## config.mk

```make
export PLATFORM = sky130hd
export DESIGN_NAME = quench_persist_det
export DESIGN_NICKNAME = d
export VERILOG_FILES = /design/src/rtl/qpd_pkg.sv /design/src/rtl/qpd_mag_cmp.sv /design/src/rtl/qpd_persist.sv /design/src/rtl/qpd_stale_wd.sv /design/src/rtl/quench_persist_det.sv
export SDC_FILE = /design/constraint.sdc
export NUM_CORES = 1
export LEC_CHECK = 0
export BUFFER_PORTS_ARGS = -buffer_cell sky130_fd_sc_hd__buf_2
export CORE_MARGIN = 2
export CORE_UTILIZATION = 55
export DETAILED_ROUTE_END_ITERATION = 16
export GPL_ROUTABILITY_DRIVEN = 1
export PLACE_DENSITY = 0.79
export REMOVE_ABC_BUFFERS = 1
export SLEW_MARGIN = 30
export SYNTH_ARGS = -nofsm -noshare
export SYNTH_HDL_FRONTEND = slang
export SYNTH_SLANG_ARGS = --single-unit
export TNS_END_PERCENT = 5
```

## constraint.sdc

```tcl
create_clock -name clk -period 2.3 [get_ports clk]
set_input_delay 0.115 -clock clk [delete_from_list [all_inputs] [get_ports clk]]
set_output_delay 0.115 -clock clk [all_outputs]
set_load 0.01 [all_outputs]
```

## src/rtl/qpd_pkg.sv

```systemverilog
package qpd_pkg;
  localparam int SMP_W_DEF      = 16;
  localparam int HOLD_W_DEF     = 9;
  localparam int MAX_HOLD_DEF   = 300;
  localparam int PERIOD_CYC_DEF = 500000;
  localparam int MISS_DEF       = 3;

  typedef struct packed {
    logic quench;
    logic stale;
  } qpd_flag_t;
endpackage

```

## src/rtl/qpd_mag_cmp.sv

```systemverilog
module qpd_mag_cmp #(
  parameter int SMP_W = 16
) (
  input  logic signed [SMP_W-1:0] smp_i,
  input  logic        [SMP_W-1:0] thr_i,
  output logic                    over_o
);
  localparam int MW = SMP_W + 1;

  logic [MW-1:0] ext;
  logic [MW-1:0] mag;

  always_comb begin
    ext    = {smp_i[SMP_W-1], smp_i};
    mag    = smp_i[SMP_W-1] ? (~ext + MW'(1)) : ext;
    over_o = mag > {1'b0, thr_i};
  end
endmodule

```

## src/rtl/qpd_persist.sv

```systemverilog
module qpd_persist #(
  parameter int HOLD_W   = 9,
  parameter int MAX_HOLD = 300
) (
  input  logic              clk,
  input  logic              rst_n,
  input  logic              valid_i,
  input  logic              over_i,
  input  logic              inhibit_i,
  input  logic              clr_i,
  input  logic [HOLD_W-1:0] hold_len_i,
  output logic              quench_d_o,
  output logic              quench_q_o
);
  localparam int RW = HOLD_W + 1;

  logic [HOLD_W-1:0] cnt_q, cnt_d;
  logic [HOLD_W-1:0] hold_eff;
  logic [RW-1:0]     run_nx;
  logic              reach, hit, cnt_en;
  logic              quench_q, quench_d;

  always_comb begin
    if (hold_len_i == '0)
      hold_eff = HOLD_W'(1);
    else if (hold_len_i > HOLD_W'(MAX_HOLD))
      hold_eff = HOLD_W'(MAX_HOLD);
    else
      hold_eff = hold_len_i;

    run_nx = {1'b0, cnt_q} + RW'(1);
    reach  = run_nx >= {1'b0, hold_eff};
    cnt_en = clr_i | inhibit_i | valid_i;
    hit    = valid_i & over_i & reach & ~clr_i & ~inhibit_i;

    cnt_d = cnt_q;
    if (clr_i || inhibit_i)
      cnt_d = '0;
    else if (valid_i)
      cnt_d = over_i ? (reach ? hold_eff : run_nx[HOLD_W-1:0]) : '0;

    quench_d = quench_q;
    if (clr_i)
      quench_d = 1'b0;
    else if (hit)
      quench_d = 1'b1;
  end

  always_ff @(posedge clk or negedge rst_n) begin
    if (!rst_n) begin
      cnt_q    <= '0;
      quench_q <= 1'b0;
    end else begin
      if (cnt_en)
        cnt_q <= cnt_d;
      quench_q <= quench_d;
    end
  end

  assign quench_d_o = quench_d;
  assign quench_q_o = quench_q;

  p_below_clears_r3: assert property (@(posedge clk) disable iff (!rst_n)
    (valid_i && !over_i) |=> (cnt_q == '0));

  p_trip_needs_run_r4: assert property (@(posedge clk) disable iff (!rst_n)
    $rose(quench_q) |-> ($past(run_nx) >= {1'b0, $past(hold_eff)}));

  p_latch_keeps_r6: assert property (@(posedge clk) disable iff (!rst_n)
    (quench_q && !clr_i) |=> quench_q);

  p_inhibit_zero_r7: assert property (@(posedge clk) disable iff (!rst_n)
    inhibit_i |=> (cnt_q == '0));
endmodule

```

## src/rtl/qpd_stale_wd.sv

```systemverilog
module qpd_stale_wd #(
  parameter int PERIOD_CYC = 500000,
  parameter int MISS       = 3
) (
  input  logic clk,
  input  logic rst_n,
  input  logic valid_i,
  input  logic inhibit_i,
  input  logic clr_i,
  output logic stale_d_o,
  output logic stale_q_o
);
  localparam int LIMIT = PERIOD_CYC * MISS;
  localparam int TW    = $clog2(LIMIT + 1);

  logic [TW-1:0] tmr_q, tmr_d;
  logic          stale_q, stale_d, fire;

  always_comb begin
    fire = ~valid_i & ~inhibit_i & ~clr_i & (tmr_q == TW'(LIMIT - 1));

    tmr_d = tmr_q;
    if (valid_i || inhibit_i || clr_i)
      tmr_d = '0;
    else if (tmr_q != TW'(LIMIT))
      tmr_d = tmr_q + TW'(1);

    stale_d = stale_q;
    if (clr_i)
      stale_d = 1'b0;
    else if (fire)
      stale_d = 1'b1;
  end

  always_ff @(posedge clk or negedge rst_n) begin
    if (!rst_n) begin
      tmr_q   <= '0;
      stale_q <= 1'b0;
    end else begin
      tmr_q   <= tmr_d;
      stale_q <= stale_d;
    end
  end

  assign stale_d_o = stale_d;
  assign stale_q_o = stale_q;

  p_stale_window_r8: assert property (@(posedge clk) disable iff (!rst_n)
    $rose(stale_q) |-> ($past(tmr_q) == TW'(LIMIT - 1)));

  p_sample_restarts_r8: assert property (@(posedge clk) disable iff (!rst_n)
    valid_i |=> (tmr_q == '0));
endmodule

```

## src/rtl/quench_persist_det.sv

```systemverilog
module quench_persist_det
  import qpd_pkg::*;
#(
  parameter int SMP_W      = SMP_W_DEF,
  parameter int HOLD_W     = HOLD_W_DEF,
  parameter int MAX_HOLD   = MAX_HOLD_DEF,
  parameter int PERIOD_CYC = PERIOD_CYC_DEF,
  parameter int MISS       = MISS_DEF
) (
  input  logic                    clk,
  input  logic                    rst_n,
  input  logic                    smp_valid,
  input  logic signed [SMP_W-1:0] smp_data,
  input  logic        [SMP_W-1:0] thresh,
  input  logic       [HOLD_W-1:0] hold_len,
  input  logic                    inhibit,
  input  logic                    alarm_clr,
  output logic                    alarm_n
);
  logic [1:0] rst_sync_q;
  logic       rst_n_s;
  logic       over;
  qpd_flag_t  flag_d, flag_q;
  logic       alarm_d, alarm_q;

  always_ff @(posedge clk or negedge rst_n) begin
    if (!rst_n)
      rst_sync_q <= 2'b00;
    else
      rst_sync_q <= {rst_sync_q[0], 1'b1};
  end
  assign rst_n_s = rst_sync_q[1];

  qpd_mag_cmp #(.SMP_W(SMP_W)) u_cmp (
    .smp_i  (smp_data),
    .thr_i  (thresh),
    .over_o (over)
  );

  qpd_persist #(.HOLD_W(HOLD_W), .MAX_HOLD(MAX_HOLD)) u_run (
    .clk        (clk),
    .rst_n      (rst_n_s),
    .valid_i    (smp_valid),
    .over_i     (over),
    .inhibit_i  (inhibit),
    .clr_i      (alarm_clr),
    .hold_len_i (hold_len),
    .quench_d_o (flag_d.quench),
    .quench_q_o (flag_q.quench)
  );

  qpd_stale_wd #(.PERIOD_CYC(PERIOD_CYC), .MISS(MISS)) u_wd (
    .clk       (clk),
    .rst_n     (rst_n_s),
    .valid_i   (smp_valid),
    .inhibit_i (inhibit),
    .clr_i     (alarm_clr),
    .stale_d_o (flag_d.stale),
    .stale_q_o (flag_q.stale)
  );

  always_comb begin
    alarm_d = inhibit | ~(flag_d.quench | flag_d.stale);
  end

  always_ff @(posedge clk or negedge rst_n_s) begin
    if (!rst_n_s)
      alarm_q <= 1'b1;
    else
      alarm_q <= alarm_d;
  end

  assign alarm_n = alarm_q;

  p_inhibit_high_r7: assert property (@(posedge clk) disable iff (!rst_n_s)
    inhibit |=> alarm_n);

  p_alarm_held_r6: assert property (@(posedge clk) disable iff (!rst_n_s)
    (!alarm_n && !alarm_clr && !inhibit) |=> !alarm_n);

  p_low_has_cause_r4: assert property (@(posedge clk) disable iff (!rst_n_s)
    !alarm_n |-> (flag_q.quench || flag_q.stale));
endmodule

```

; Yosys cells after proc, flatten, opt, wreduce, memory -nomap -nowiden
; Index checks and enable logic that the tools add are counted.
[op_classes]
add_sub_neg = 3
magnitude_cmp = 3
eq_ne = 2
muxes = 13
bitwise = 16
n_reduce_logical = 7
[op_table]
columns = cell, n
row1 = 9-bit two-way mux, 6
row2 = 21-bit two-way mux, 2
row3 = "21-bit by 1-bit adder with 21-bit output, second input constant", 1
row4 = "21-bit == test, second input constant", 1
row5 = "21-bit inequality test, second input constant", 1
row6 = "17-bit by 1-bit adder with 17-bit output, second input constant", 1
row7 = 17-bit by 16-bit > comparator with 1-bit output, 1
row8 = 17-bit two-way mux, 1
row9 = 17-bit NOT, 1
row10 = "9-bit by 1-bit adder with 10-bit output, second input constant", 1
row11 = 10-bit by 9-bit greater-or-equal comparator with 1-bit output, 1
row12 = "9-bit > comparator, second input constant", 1
row13 = 9-bit logical NOT, 1
row14 = 1-bit AND, 7
row15 = 1-bit two-way mux, 4
row16 = 1-bit NOT, 4
row17 = 1-bit bitwise OR, 4
row18 = 2-bit nonzero test, 2
row19 = 1-bit logical OR, 3
row20 = 2-bit AND reduction, 1
[word_totals]
register_bits = 35
in_bits = 46
elab_cells = 50

; Longest topological paths before layout
; Gate-level depths: netlist of the first run.
[depth]
ltp_word = 13
ltp_mapped = 14

; Cells and area by module
; Synthesis of the first run repeated with hierarchy kept, for this count alone.
[unflattened]
hier_cells = 345
hier_area_um2 = 2931.6
[by_module_without_submodules]
columns = mod, n_inst, cells_each, area_per_inst_um2, seq_area_each_um2
row1 = qpd_stale_wd, 1, 133, 1221.2, 550.5
row2 = qpd_persist, 1, 108, 915.9, 250.2
row3 = qpd_mag_cmp, 1, 99, 706.9, 0.0
row4 = quench_persist_det, 1, 5, 87.6, 76.3

; Worst setup path after synthesis of the first run
; OpenSTA, ideal clock, no wires.
[synth_path]
path_kind = input -> register
from = in smp_data[6]
to = reg u_run.cnt_q[7]
setup_time_ps = 129
arrival_ps = 2959
t_required_ps = 2171
setup_slack_ps = -787
path_stages = 12
n_path_buf = 1
cell_sequence = or4_4 or3_4 o41ai_2 xnor2_1 ha_1 nand3_1 o221ai_1 a211o_1 o21ai_1 clkbuf_1 o31ai_1 o2bb2ai_1
[synth_between]
elab_chain_len = 7
[synth_lines]
columns = item, line_no
row1 = start: declaration, quench_persist_det.sv:13  ; input logic signed [SMP_W-1:0] smp_data,
row2 = 17-bit NOT, qpd_mag_cmp.sv:15  ; mag = smp_i[SMP_W-1] ? (~ext + MW'(1)) : ext;
row3 = 17-bit by 1-bit adder with 17-bit output, qpd_mag_cmp.sv:15
row4 = 17-bit two-way mux *, qpd_mag_cmp.sv:15
row5 = 17-bit by 16-bit > comparator with 1-bit output *, qpd_mag_cmp.sv:16  ; over_o = mag > {1'b0, thr_i};
row6 = 9-bit two-way mux *, qpd_persist.sv:40  ; cnt_d = over_i ? (reach ? hold_eff : run_nx[HOLD_W-1:0]) : '0;
row7 = 9-bit two-way mux *, qpd_persist.sv:39  ; else if (valid_i)
row8 = 9-bit two-way mux *, qpd_persist.sv:37  ; if (clr_i || inhibit_i)
row9 = end signal: assignment, qpd_persist.sv:55  ; cnt_q <= cnt_d;
row10 = end: declaration, qpd_persist.sv:17  ; logic [HOLD_W-1:0] cnt_q, cnt_d;
; Every way passes the cells marked *; elsewhere a longest branch is shown, timed or not. The select of a mux whose other input is x is not followed.
; A chain may end at the register's enable or synchronous reset.

; Worst setup path after layout of the first run
[layout_path]
from = reg u_run.cnt_q[1]
to = reg u_run.cnt_q[7]
[layout_between]
elab_chain_len = 6
[layout_lines]
columns = item, line_no
row1 = 9-bit by 1-bit adder with 10-bit output *, qpd_persist.sv:31  ; run_nx = {1'b0, cnt_q} + RW'(1);
row2 = 10-bit by 9-bit greater-or-equal comparator with 1-bit output, qpd_persist.sv:32  ; reach = run_nx >= {1'b0, hold_eff};
row3 = 9-bit two-way mux * (2 in a row), qpd_persist.sv:40
row4 = 9-bit two-way mux *, qpd_persist.sv:39
row5 = 9-bit two-way mux *, qpd_persist.sv:37
; Marked as above.

==> key figures, run 1 <==
Run status
  – Status: finished, violations left
  – Failing checks: setup timing

Setup path
  – Critical Path Start: u_run.cnt_q[1]$_DFFE_PN0P_
  – WP buf/inv: 0
  – Worst setup EP type: flip-flop
  – Slowest stage cell, crit path: o21ai_2
  – Critical Path End: u_run.cnt_q[7]$_DFFE_PN0P_
  – RR Startpoint: u_run.cnt_q[1]$_DFFE_PN0P_
  – Crit Reg-Reg Endpoint: u_run.cnt_q[7]$_DFFE_PN0P_
  – CP arrival: 3.11 ns
  – Setup crit start kind: flip-flop
  – Crit-path max cell delay: 0.47 ns
  – Cell breakdown of the critical path: ha_1 > and3_1 > and3_2 > nand3_1 > xnor2_2 > ha_1 > nand3_1 > o21ai_2 > mux2_2 > o2bb2ai_1
  – CP Class: reg -> reg
  – Reg2Reg Setup Slack: -0.60 ns
  – Worst Path Max Fanout: 8
  – CP Data Required Time: 2.51 ns
  – Top Family by Delay on Critical Path: simple AND/OR/NAND/NOR gates
  – Worst Reg-to-Reg Cells: 10
  – Critical Path Stages: 10

Clock tree
  – Total CTS buffers: 5
  – Clock Path Buffers: 2
  – CTS tree: yes
  – Worst skew pair latency: 0.30 ns
  – Root buffer cell: clkbuf_8
  – Clock transition at the registers of the reported paths: 0.07 ns
  – CTS HTree Levels: 2
  – Clock sink count: 35

Floorplan
  – Die height: 75.80 microns
  – Die width: 75.80 microns
  – I/O pins: 47
  – Initial core utilization: 0.5623
  – Core ar.: 5042 sq um
  – Total die area: 5745 sq um
  – Row Count: 26

Logic synthesis
  – Netlist Area Pre-Place: 2835 sq um
  – Asr flop ratio synth: 1.000
  – Top FF cell, synth: dfrtp_1
  – EDFF count, synth: 0
  – Synthesized flop and latch total: 35
  – Post-Syn Instances: 329
  – Synth unique cells: 52
  – Post-synth top area share: 0.3001
  – Synth top cells by count: 37 x nor2_1, 34 x dfrtp_1, 32 x inv_1, 29 x ha_1
  – Mean cell area of the mapped netlist: 8.618 sq um
  – Synth top area cells: dfrtp_1 30%, ha_1 13%, xnor2_1 7.4%
  – Synth warn: 0
  – Seq/Total Area, Yosys: 0.3094
  – Cell taking the most area after synthesis: dfrtp_1
  – Count leader, synth: nor2_1

Routing
  – Drc violations: 0
  – Vias post-DR: 2717
  – WL final: 7043 microns
  – TritonRoute pass-1 iters: 4
  – DRT iter0 DRCs: 103
  – Drt wl/cell: 13.97 microns
  – Via density: 5.391
  – ANT nets after route: 0

Power and ir drop
  – Int Power: 1047 uW
  – P_sw: 386.0 uW
  – Clock power frac: 0.344
  – Power Dens Cells: 377.6 nW/um^2
  – Reg power frac: 0.436
  – Switching Share: 0.2695
  – Peak supply drop: 0.0004619 V
  – Combinational Power Share: 0.220
  – Leakage power: 0.001780 uW

Timing
  – Slew HR: 0.5714
  – Fmax: 0.3453 GHz
  – Final setup vio count: 11
  – Fin crit share: 1.259
  – Hold WS: 0.05259 ns
  – Max Slew Vio Count: 0
  – Worst Skew: 0.009063 ns
  – Hold Vio Cnt, Final: 0
  – Crit path time final: 2.896 ns
  – Worst setup margin: -0.5959 ns
  – RSZ-0062 raised after global routing: true
  – Setup TNS: -5.761 ns
  – Worst-Margin Slew: 0.6370 ns

Cells and area
  – Nets: 508
  – Syn-to-layout area delta: 33.80%
  – ANT cells: 0
  – FILL cells: 365
  – Layout Cells excl Fill: 504
  – Share of cells above drive strength 1: 0.3157
  – Post-layout instance area: 3794 sq um

Placement
  – Gp weighted congestion: 0.8360
  – Placed cell count: 490
  – HPWL after DPL: 5047 microns
  – Port bufs: 46
  – Dpl ws: -1.059 ns
  – Post-Place Cell Area: 3526 sq um

Global route
  – Vias in the first global route: 2591
  – Largest net degree at the start of global routing: 28
  – All-Layer GR Usage: 0.2433
  – Grt ovf: 0
  – Antenna violations before repair: 0
  – Global-route wire length before repair: 10840 microns

Run
  – Max cap viols: 0

Worst hold path
  – Worst hold path class: in -> reg
[final cells by class]
| class | instances | area, sq um | share of cell area |
|---|---|---|---|
| Tap cell | 70 | 87.58 | 0.02309 |
| Sequential cell | 35 | 877.1 | 0.2312 |
| Inverter | 32 | 120.1 | 0.03166 |
| Clock buffer | 8 | 100.1 | 0.02639 |
| Multi-Input combinational cell | 256 | 1922 | 0.5066 |
| Timing Repair Buffer | 103 | 686.9 | 0.1811 |
[registers in the layout, summed over array words and instances, names as in the netlist]
signal,flops
u_wd.tmr_q,21
u_run.cnt_q,9
rst_sync_q,2
alarm_n,1
u_run.quench_q_o,1
u_wd.stale_q_o,1
[kinds of logic (layout without fill, tap and decap cells)]
family / count (synthesis) / in the layout / synth area share
DFF: 35 / 35 / 0.3094
AOI/OAI and AO/OA: 55 / 56 / 0.1359
other: 1 / 1 / 0.001323
xor gates and xnor gates: 38 / 38 / 0.1174
muxes: 8 / 8 / 0.03045
and+or+nand+nor: 124 / 124 / 0.2246
buffers and inverters: 39 / 143 / 0.05296
adders and majority gates: 29 / 29 / 0.1280
[repair_timing]
item | 4_1_cts | 5_1_grt
endpoints found under the hold margin | 2 | 0
gates resized for setup | 13 | 9
pin swaps | 12 | 10
gates cloned | 0 | 1
hold buffers | 1 | 0
setup buffers | 3 | 1
endpoints found under the setup margin | 11 | 11
[cells in the final DEF (no fill, tap or decap), drive strengths merged, types with 3 or more instances in the layout]
master	Yosys	routed
xor2	14	14
and3	3	3
inv	32	32
dfrtp	34	34
o41ai	3	3
ha	29	29
or3	5	5
o21ai	12	13
clkbuf	5	8
mux2	5	5
o2bb2ai	4	4
a21oi	15	15
nor2	37	37
nand3	15	15
nor3	10	10
o31ai	8	8
nand2b	7	7
buf	2	102
mux2i	3	3
nand4	8	8
nand2	24	24
nor4	3	3
xnor2	24	24
[power groups by stage]
stage                     clock network, uW  registers [uW]  logic [uW]
final                                   493             624         315
after global routing                    524             625         352
after CTS                               498             625         300
after detailed placement                  0             636         281
after global placement                    0             636         272
after floorplan                           0             640         138
[per-layer routing]
layer	GRT usage	share of wire	wire (microns)	up-vias
li1	-	-	-	1365
met1	0.3138	0.45	3178	1284
met2	0.4253	0.49	3474	59
met3	0.04630	0.046	324	9
met4	0.05068	0.0094	66	0
met5	0	0	0	-
[per-stage QoR]
stage	total power [uW]	util
6_report	1433	0.7524
2_1_floorplan	777.6	-
3_3_place_gp	907.9	0.6993
4_1_cts	1422	0.7387
5_1_grt	1501	0.7524
3_5_place_dp	916.9	0.6993
[how the worst min path moves through the flow]
stage                   start                       end  slack (ns)  depth (start not counted)
floorplan               rst_n   rst_sync_q[0]$_DFF_PN0_       -0.18                          0
detailed placement      rst_n   rst_sync_q[1]$_DFF_PN0_        -0.1                          1
finish              alarm_clr  u_wd.stale_q_o$_DFF_PN0_        0.05                          2
global placement        rst_n   rst_sync_q[1]$_DFF_PN0_       -0.10                          1
global route        alarm_clr  u_wd.stale_q_o$_DFF_PN0_        0.06                          2
CTS                 alarm_clr  u_wd.stale_q_o$_DFF_PN0_        0.05                          2
[worst register-to-register path, delay by kind of cell, from the launching register on]
family | cells | cell delay (ns)
simple gates | 4 | 0.81
mux | 1 | 0.39
flops | 1 | 0.36
fa+ha+maj | 2 | 0.47
xor+xnor | 1 | 0.17
compound gates | 2 | 0.62
Power figures use the tool's default switching activity.
==> inputs of run 2 (changes only) <==
- BUFFER_PORTS_ARGS: -buffer_cell sky130_fd_sc_hd__buf_2 -> not set
- DONT_BUFFER_PORTS: not set -> 1
- HOLD_SLACK_MARGIN: not set -> 0.05
- PLACE_DENSITY: 0.79 -> 0.71
==> run 2 against run 1 <==
The flow still finishes with violations (setup timing). Combinational power fell by 30%. Clock-buffer cell count is 3 lower. Cell area is 10% lower. Largest power group is now clock. Register-to-register slack better by 0.25 ns. Worst hold slack improved by 0.0041 ns. Non-clock buffer count fell by 70. First-iteration DRC count is 40% lower. Critical path type is now in -> reg. Via count fell by 10%. Routed wire length fell by 12%. Setup slack better by 0.16 ns.
==> key figures, run 2 (synthesized netlist as in run 1, its figures left out) <==
Cells and area
  – Most flops, register: u_wd.tmr_q (unchanged)
  – Top flop regs: u_wd.tmr_q x21, u_run.cnt_q x9, rst_sync_q x2 (unchanged)
  – Syn-to-layout area delta: 19.81% (was 33.80%)
  – Leading cell type in the layout, fill and taps excluded: nor2_1 (was buf_4)
  – Max reg flops: 21 (unchanged)
  – Layout Cells excl Fill: 433 (was 504)
  – Nets: 437 (was 508)
  – Commonest non-fill, non-tap cells in the layout: 37 x nor2_1, 34 x dfrtp_1, 32 x inv_1 (was 53 x buf_4, 45 x buf_2, 37 x nor2_1)
  – Post-layout instance area: 3397 sq um (was 3794 sq um)
  – Share of cells above drive strength 1: 0.1736 (was 0.3157)
  – FILL cells: 433 (was 365)
  – ANT cells: 0 (unchanged)

Power and ir drop
  – Leakage power: 0.001475 uW (was 0.001780 uW)
  – Peak supply drop: 0.0004850 V (was 0.0004619 V)
  – Power Dens Cells: 444.5 nW/um^2 (was 377.6 nW/um^2)

Timing
  – RSZ-0062 raised after global routing: true (unchanged)
  – Fin crit share: 1.192 (was 1.259)
  – Max Slew Vio Count: 0 (unchanged)
  – Hold Vio Cnt, Final: 0 (unchanged)
  – Fmax: 0.3648 GHz (was 0.3453 GHz)
  – Worst setup margin: -0.4409 ns (was -0.5959 ns)
  – Hold WS: 0.05665 ns (was 0.05259 ns)
  – Worst Skew: 0.01081 ns (was 0.009063 ns)
  – Final setup vio count: 11 (unchanged)
  – Slew HR: 0.6281 (was 0.5714)
  – Worst-Margin Slew: 0.5527 ns (was 0.6370 ns)
  – Crit path time final: 2.741 ns (was 2.896 ns)

Clock tree
  – Root buffer cell: clkbuf_8 (unchanged)
  – Worst skew pair latency: 0.29 ns (was 0.30 ns)
  – CTS HTree Levels: 2 (unchanged)
  – Total CTS buffers: 5 (unchanged)
  – CTS tree: yes (unchanged)
  – Clock transition at the registers of the reported paths: 0.07 ns (about the same)
  – Clock sink count: 35 (unchanged)
  – Clock Path Buffers: 2 (unchanged)

Routing
  – TritonRoute pass-1 iters: 4 (unchanged)
  – Drt wl/cell: 14.27 microns (was 13.97 microns)
  – Via density: 5.624 (was 5.391)
  – ANT nets after route: 0 (unchanged)
  – Vias post-DR: 2435 (was 2717)
  – DRT iter0 DRCs: 62 (was 103)
  – Drc violations: 0 (unchanged)
  – WL final: 6177 microns (was 7043 microns)

Setup path
  – Setup crit start kind: input port (was flip-flop)
  – Crit-path max cell delay: 0.53 ns (was 0.47 ns)
  – Worst Path Max Fanout: 13 (was 8)
  – Most common cell on crit path: o31a_1
  – CP Data Required Time: 2.49 ns (was 2.51 ns)
  – WP buf/inv: 1 (was 0)
  – Cell breakdown of the critical path: or4_4 > or3_4 > o41ai_2 > xnor2_1 > ha_1 > nand2_1 > nor4_2 > o31a_1 > o21ai_2 > buf_12 > o31a_1 > o32ai_2 (was ha_1 > and3_1 > and3_2 > nand3_1 > xnor2_2 > ha_1 > nand3_1 > o21ai_2 > mux2_2 > o2bb2ai_1)
  – Top Family by Delay on Critical Path: simple AND/OR/NAND/NOR gates (unchanged)
  – Slowest stage cell, crit path: or4_4 (was o21ai_2)
  – CP Class: in -> reg (was reg -> reg)
  – CP arrival: 2.93 ns (was 3.11 ns)
  – Worst setup EP type: flip-flop (unchanged)

Worst hold path
  – Worst hold path class: in -> reg (unchanged)

Global route
  – Vias in the first global route: 2264 (was 2591)
  – Busiest layer in global routing: met2 (unchanged)
  – Antenna violations before repair: 0 (unchanged)
  – Global-route wire length before repair: 9591 microns (was 10840 microns)
  – Grt met1 use: 0.2751 (was 0.3138)
  – Met2 usage in global routing: 0.3831 (was 0.4253)
  – Grt ovf: 0 (unchanged)
  – Met3 Usage GRT: 0.03836 (was 0.04630)
  – All-Layer GR Usage: 0.2156 (was 0.2433)
  – Largest net degree at the start of global routing: 28 (unchanged)

Floorplan
  – Core ar.: 5042 sq um (unchanged)
  – Row Count: 26 (unchanged)
  – Die width: 75.80 microns (unchanged)
  – Initial core utilization: 0.5623 (unchanged)
  – Total die area: 5745 sq um (unchanged)
  – I/O pins: 47 (unchanged)
  – Die height: 75.80 microns (unchanged)

Run status
  – Status: finished, violations left (unchanged)
  – Failing checks: setup timing (unchanged)

Run
  – Max cap viols: 0 (unchanged)

Placement
  – HPWL after DPL: 4692 microns (was 5047 microns)
  – Post-Place Cell Area: 3120 sq um (was 3526 sq um)
  – Gp weighted congestion: 0.7965 (was 0.8360)
  – Dpl ws: -0.8765 ns (was -1.059 ns)
  – Placed cell count: 419 (was 490)
  – Port bufs: 0 (was 46)
## run 2: changes by cell type in the layout (fill, tap and decap cells not counted), moves of 2 or more
cell           before  now
and3_4              0    2
buf_2              45    0
buf_4              53   25
buf_6               3    1
bufinv_16           0    2
clkbuf_8            7    5
dlygate4sd3_1       1    5
nand3_2             1    3
o31ai_1             4    6
## run 2: metal layers
metal  up-vias  part of all wire
li1       1218                 -
met1      1150              0.44
met2        63              0.50
met3         4             0.053
met4         0            0.0055
met5         -                 0
## run 2: layout make-up
class	instances	area, sq um	share of cell area
inverter	32	120.1	0.03536
clock inverter	3	67.56	0.01989
clock buffer	5	68.82	0.02026
timing repair buffer	33	289.0	0.08508
tap	70	87.58	0.02578
multi-input combinational	255	1887	0.5554
sequential	35	877.1	0.2582
## run 2: worst paths after layout
path	start	end	slack (ns)	cells after the start
max	smp_data[6]	u_run.cnt_q[2]$_DFFE_PN0P_	-0.44	12
max reg2reg	u_run.cnt_q[0]$_DFFE_PN0P_	u_run.cnt_q[2]$_DFFE_PN0P_	-0.35	13
min in group asynchronous	rst_sync_q[1]$_DFF_PN0_	u_wd.tmr_q[10]$_DFFE_PN0P_	0.19	0
max in group asynchronous	rst_sync_q[1]$_DFF_PN0_	alarm_n$_DFF_PN1_	1.39	1
min reg2reg	rst_sync_q[1]$_DFF_PN0_	u_wd.tmr_q[10]$_DFFE_PN0P_	0.19	0
min	inhibit	u_run.cnt_q[3]$_DFFE_PN0P_	0.06	3
## run 2: power breakdown
group | internal, uW | switching, uW | total (uW)
combinational | 107 | 113 | 220
clock | 432 | 234 | 666
sequential | 618 | 5.84 | 624
total | 1160 | 352 | 1510
## run 2: repair_timing
action | in CTS | in global routing
cloned | 0 | 0
endpoints found under the setup margin | 11 | 11
hold buffers | 5 | 0
buffers inserted | 1 | 0
hold endpoints to repair | 6 | 0
pin swaps | 6 | 1
resized for setup | 6 | 9
## run 2: worst register-to-register path, stage by stage, from the launching register on
cell,delay (ns)
dfrtp_1,0.39
ha_1,0.21
and3_4,0.18
and3_4,0.18
buf_4,0.14
xnor2_1,0.13
ha_1,0.20
a21oi_1,0.12
nor2b_1,0.07
a311oi_2,0.26
o21ai_2,0.11
buf_12,0.16
o31a_1,0.30
o32ai_2,0.11
## run 2: stage by stage
step           power [uW]  utilization  setup TNS, ns
6_report             1510       0.6737         -4.016
5_1_grt              1572       0.6737         -5.354
4_1_cts              1521       0.6643         -4.093
3_5_place_dp        838.8       0.6189         -8.690
3_3_place_gp        832.5       0.6189         -7.753
2_1_floorplan       777.6            -         -8.713
==> inputs of run 3 (changes only) <==
- RECOVER_POWER: not set -> 100
- SKIP_CTS_REPAIR_TIMING: not set -> 1
==> run 3 against run 2 <==
The flow still finishes with violations (setup timing). Register-to-register slack about the same. Clock-buffer cell count is the same. Critical path depth unchanged. Cell area rose by 0.29%. Die area unchanged. Non-clock buffer count decreased by 1. Combinational power is 2% higher.
==> key figures, run 3 (synthesized netlist as in run 1, its figures left out) <==
Cells and area
  – Post-layout instance area: 3407 sq um (was 3397 sq um)
  – Max reg flops: 21 (unchanged)
  – Syn-to-layout area delta: 20.17% (was 19.81%)
  – Most flops, register: u_wd.tmr_q (unchanged)
  – Nets: 436 (was 437)
  – Share of cells above drive strength 1: 0.1740 (was 0.1736)
  – Utilization after layout: 0.6757 (was 0.6737)
  – Commonest non-fill, non-tap cells in the layout: 37 x nor2_1, 34 x dfrtp_1, 32 x inv_1 (unchanged)
  – Top flop regs: u_wd.tmr_q x21, u_run.cnt_q x9, rst_sync_q x2 (unchanged)
  – ANT cells: 0 (unchanged)
  – Layout Cells excl Fill: 432 (was 433)
  – FILL cells: 431 (was 433)
  – Leading cell type in the layout, fill and taps excluded: nor2_1 (unchanged)

Timing
  – Fin crit share: 1.218 (was 1.192)
  – Max Slew Vio Count: 0 (unchanged)
  – Final setup vio count: 11 (unchanged)
  – Hold WS: 0.05574 ns (was 0.05665 ns)
  – Slew HR: 0.2098 (was 0.6281)
  – RSZ-0062 raised after global routing: true (unchanged)
  – Worst Skew: 0.009238 ns (was 0.01081 ns)
  – Worst-Margin Slew: 1.185 ns (was 0.5527 ns)
  – Hold Vio Cnt, Final: 0 (unchanged)
  – Crit path time final: 2.800 ns (was 2.741 ns)
  – Worst setup margin: -0.5004 ns (was -0.4409 ns)
  – Fmax: 0.3571 GHz (was 0.3648 GHz)

Clock tree
  – Clock sink count: 35 (unchanged)
  – Worst skew pair latency: 0.29 ns (about the same)
  – Root buffer cell: clkbuf_8 (unchanged)
  – CTS tree: yes (unchanged)
  – CTS HTree Levels: 2 (unchanged)
  – Clock transition at the registers of the reported paths: 0.07 ns (about the same)
  – Total CTS buffers: 5 (unchanged)
  – Clock Path Buffers: 2 (unchanged)

Floorplan
  – I/O pins: 47 (unchanged)
  – Die height: 75.80 microns (unchanged)
  – Initial core utilization: 0.5623 (unchanged)
  – Die width: 75.80 microns (unchanged)
  – Row Count: 26 (unchanged)
  – Core ar.: 5042 sq um (unchanged)
  – Total die area: 5745 sq um (unchanged)

Power and ir drop
  – Power Dens Cells: 445.0 nW/um^2 (was 444.5 nW/um^2)
  – Leakage power: 0.001468 uW (was 0.001475 uW)
  – Tot Pwr: 1516 uW (was 1510 uW)
  – Peak supply drop: 0.0004852 V (was 0.0004850 V)
  – Switching Share: 0.2360 (was 0.2334)
  – Reg power frac: 0.412 (was 0.413)
  – Combinational Power Share: 0.148 (was 0.146)
  – P_sw: 357.9 uW (was 352.3 uW)
  – Int Power: 1158 uW (about the same)
  – Clock power frac: 0.440 (was 0.441)

Setup path
  – Worst Reg-to-Reg Cells: 12 (was 13)
  – Setup crit start kind: input port (unchanged)
  – CP arrival: 2.97 ns (was 2.93 ns)
  – Worst Path Max Fanout: 13 (unchanged)
  – CP Data Required Time: 2.47 ns (was 2.49 ns)
  – Reg2Reg Setup Slack: -0.36 ns (was -0.35 ns)
  – Worst setup EP type: flip-flop (unchanged)
  – CP Class: in -> reg (unchanged)

Routing
  – WL final: 6325 microns (was 6177 microns)
  – ANT nets after route: 0 (unchanged)
  – DRT iter0 DRCs: 63 (was 62)
  – Drc violations: 0 (unchanged)
  – Vias post-DR: 2423 (was 2435)
  – TritonRoute pass-1 iters: 4 (unchanged)
  – Via density: 5.609 (was 5.624)
  – Drt wl/cell: 14.64 microns (was 14.27 microns)

Global route
  – All-Layer GR Usage: 0.2067 (was 0.2156)
  – Antenna violations before repair: 0 (unchanged)
  – Vias in the first global route: 2224 (was 2264)
  – Largest net degree at the start of global routing: 28 (unchanged)
  – Grt ovf: 0 (unchanged)
  – Global-route wire length before repair: 9280 microns (was 9591 microns)

Run status
  – Status: finished, violations left (unchanged)
  – Failing checks: setup timing (unchanged)

Worst hold path
  – Worst hold path class: in -> async (was in -> reg)

Run
  – Max cap viols: 0 (unchanged)

Placement
  – Post-Place Cell Area: 3120 sq um (unchanged)
  – Port bufs: 0 (unchanged)
  – HPWL after DPL: 4692 microns (unchanged)
  – Gp weighted congestion: 0.7965 (unchanged)
  – Placed cell count: 419 (unchanged)
run 3: area by class of cell:
type	instances	area, sq um	share of cell area
clock buffers	5	68.82	0.02020
clock inverters	3	67.56	0.01983
inverters	32	120.1	0.03526
multi-input cells	255	1911	0.5608
flip-flops and latches	35	877.1	0.2574
well taps	70	87.58	0.02571
repair buffers	32	275.3	0.08079
run 3: final timing paths:
kind                                                    to                       start
worst max register to register  u_run.cnt_q[2]$_DFFE_PN0P_  u_run.cnt_q[1]$_DFFE_PN0P_
worst min register to register  u_wd.tmr_q[10]$_DFFE_PN0P_     rst_sync_q[1]$_DFF_PN0_
worst max-delay path            u_run.cnt_q[2]$_DFFE_PN0P_                 smp_data[6]
worst min-delay path               rst_sync_q[1]$_DFF_PN0_                       rst_n
max in group asynchronous       u_run.cnt_q[8]$_DFFE_PN0P_     rst_sync_q[1]$_DFF_PN0_
min in group clk                u_run.cnt_q[3]$_DFFE_PN0P_                     inhibit
run 3: critical path, stage by stage:
cell and delay, ns:
or4_4 0.53, or3_4 0.38, o41ai_4 0.32, xnor2_1 0.16
ha_1 0.27, a21oi_1 0.23, o221ai_2 0.11, a211o_1 0.25
o21ai_2 0.18, buf_12 0.16, o31a_1 0.16, o32ai_2 0.09
run 3: power by group through the flow:
stage,Combinational [uW],Clock [uW],Sequential [uW]
4_1_cts,204,678,624
3_5_place_dp,202,0,636
2_1_floorplan,138,0,640
5_1_grt,251,696,625
6_report,225,667,624
3_3_place_gp,197,0,636
run 3: per-layer routing:
layer | global-route usage | vias to the layer above | part of all wire
met1 | 0.2632 | 1140 | 0.45
met2 | 0.3678 | 53 | 0.49
met3 | 0.03571 | 9 | 0.046
met4 | 0.04288 | 0 | 0.012
li1 | - | 1221 | -
met5 | 0 | - | 0
run 3: through the flow:
step | setup WS [ns] | setup TNS (ns)
after floorplan | -0.8427 | -8.713
after global placement | -0.7590 | -7.753
after detailed placement | -0.8765 | -8.690
after CTS | -0.5880 | -5.479
after global routing | -0.6111 | -5.382
final | -0.5004 | -4.283
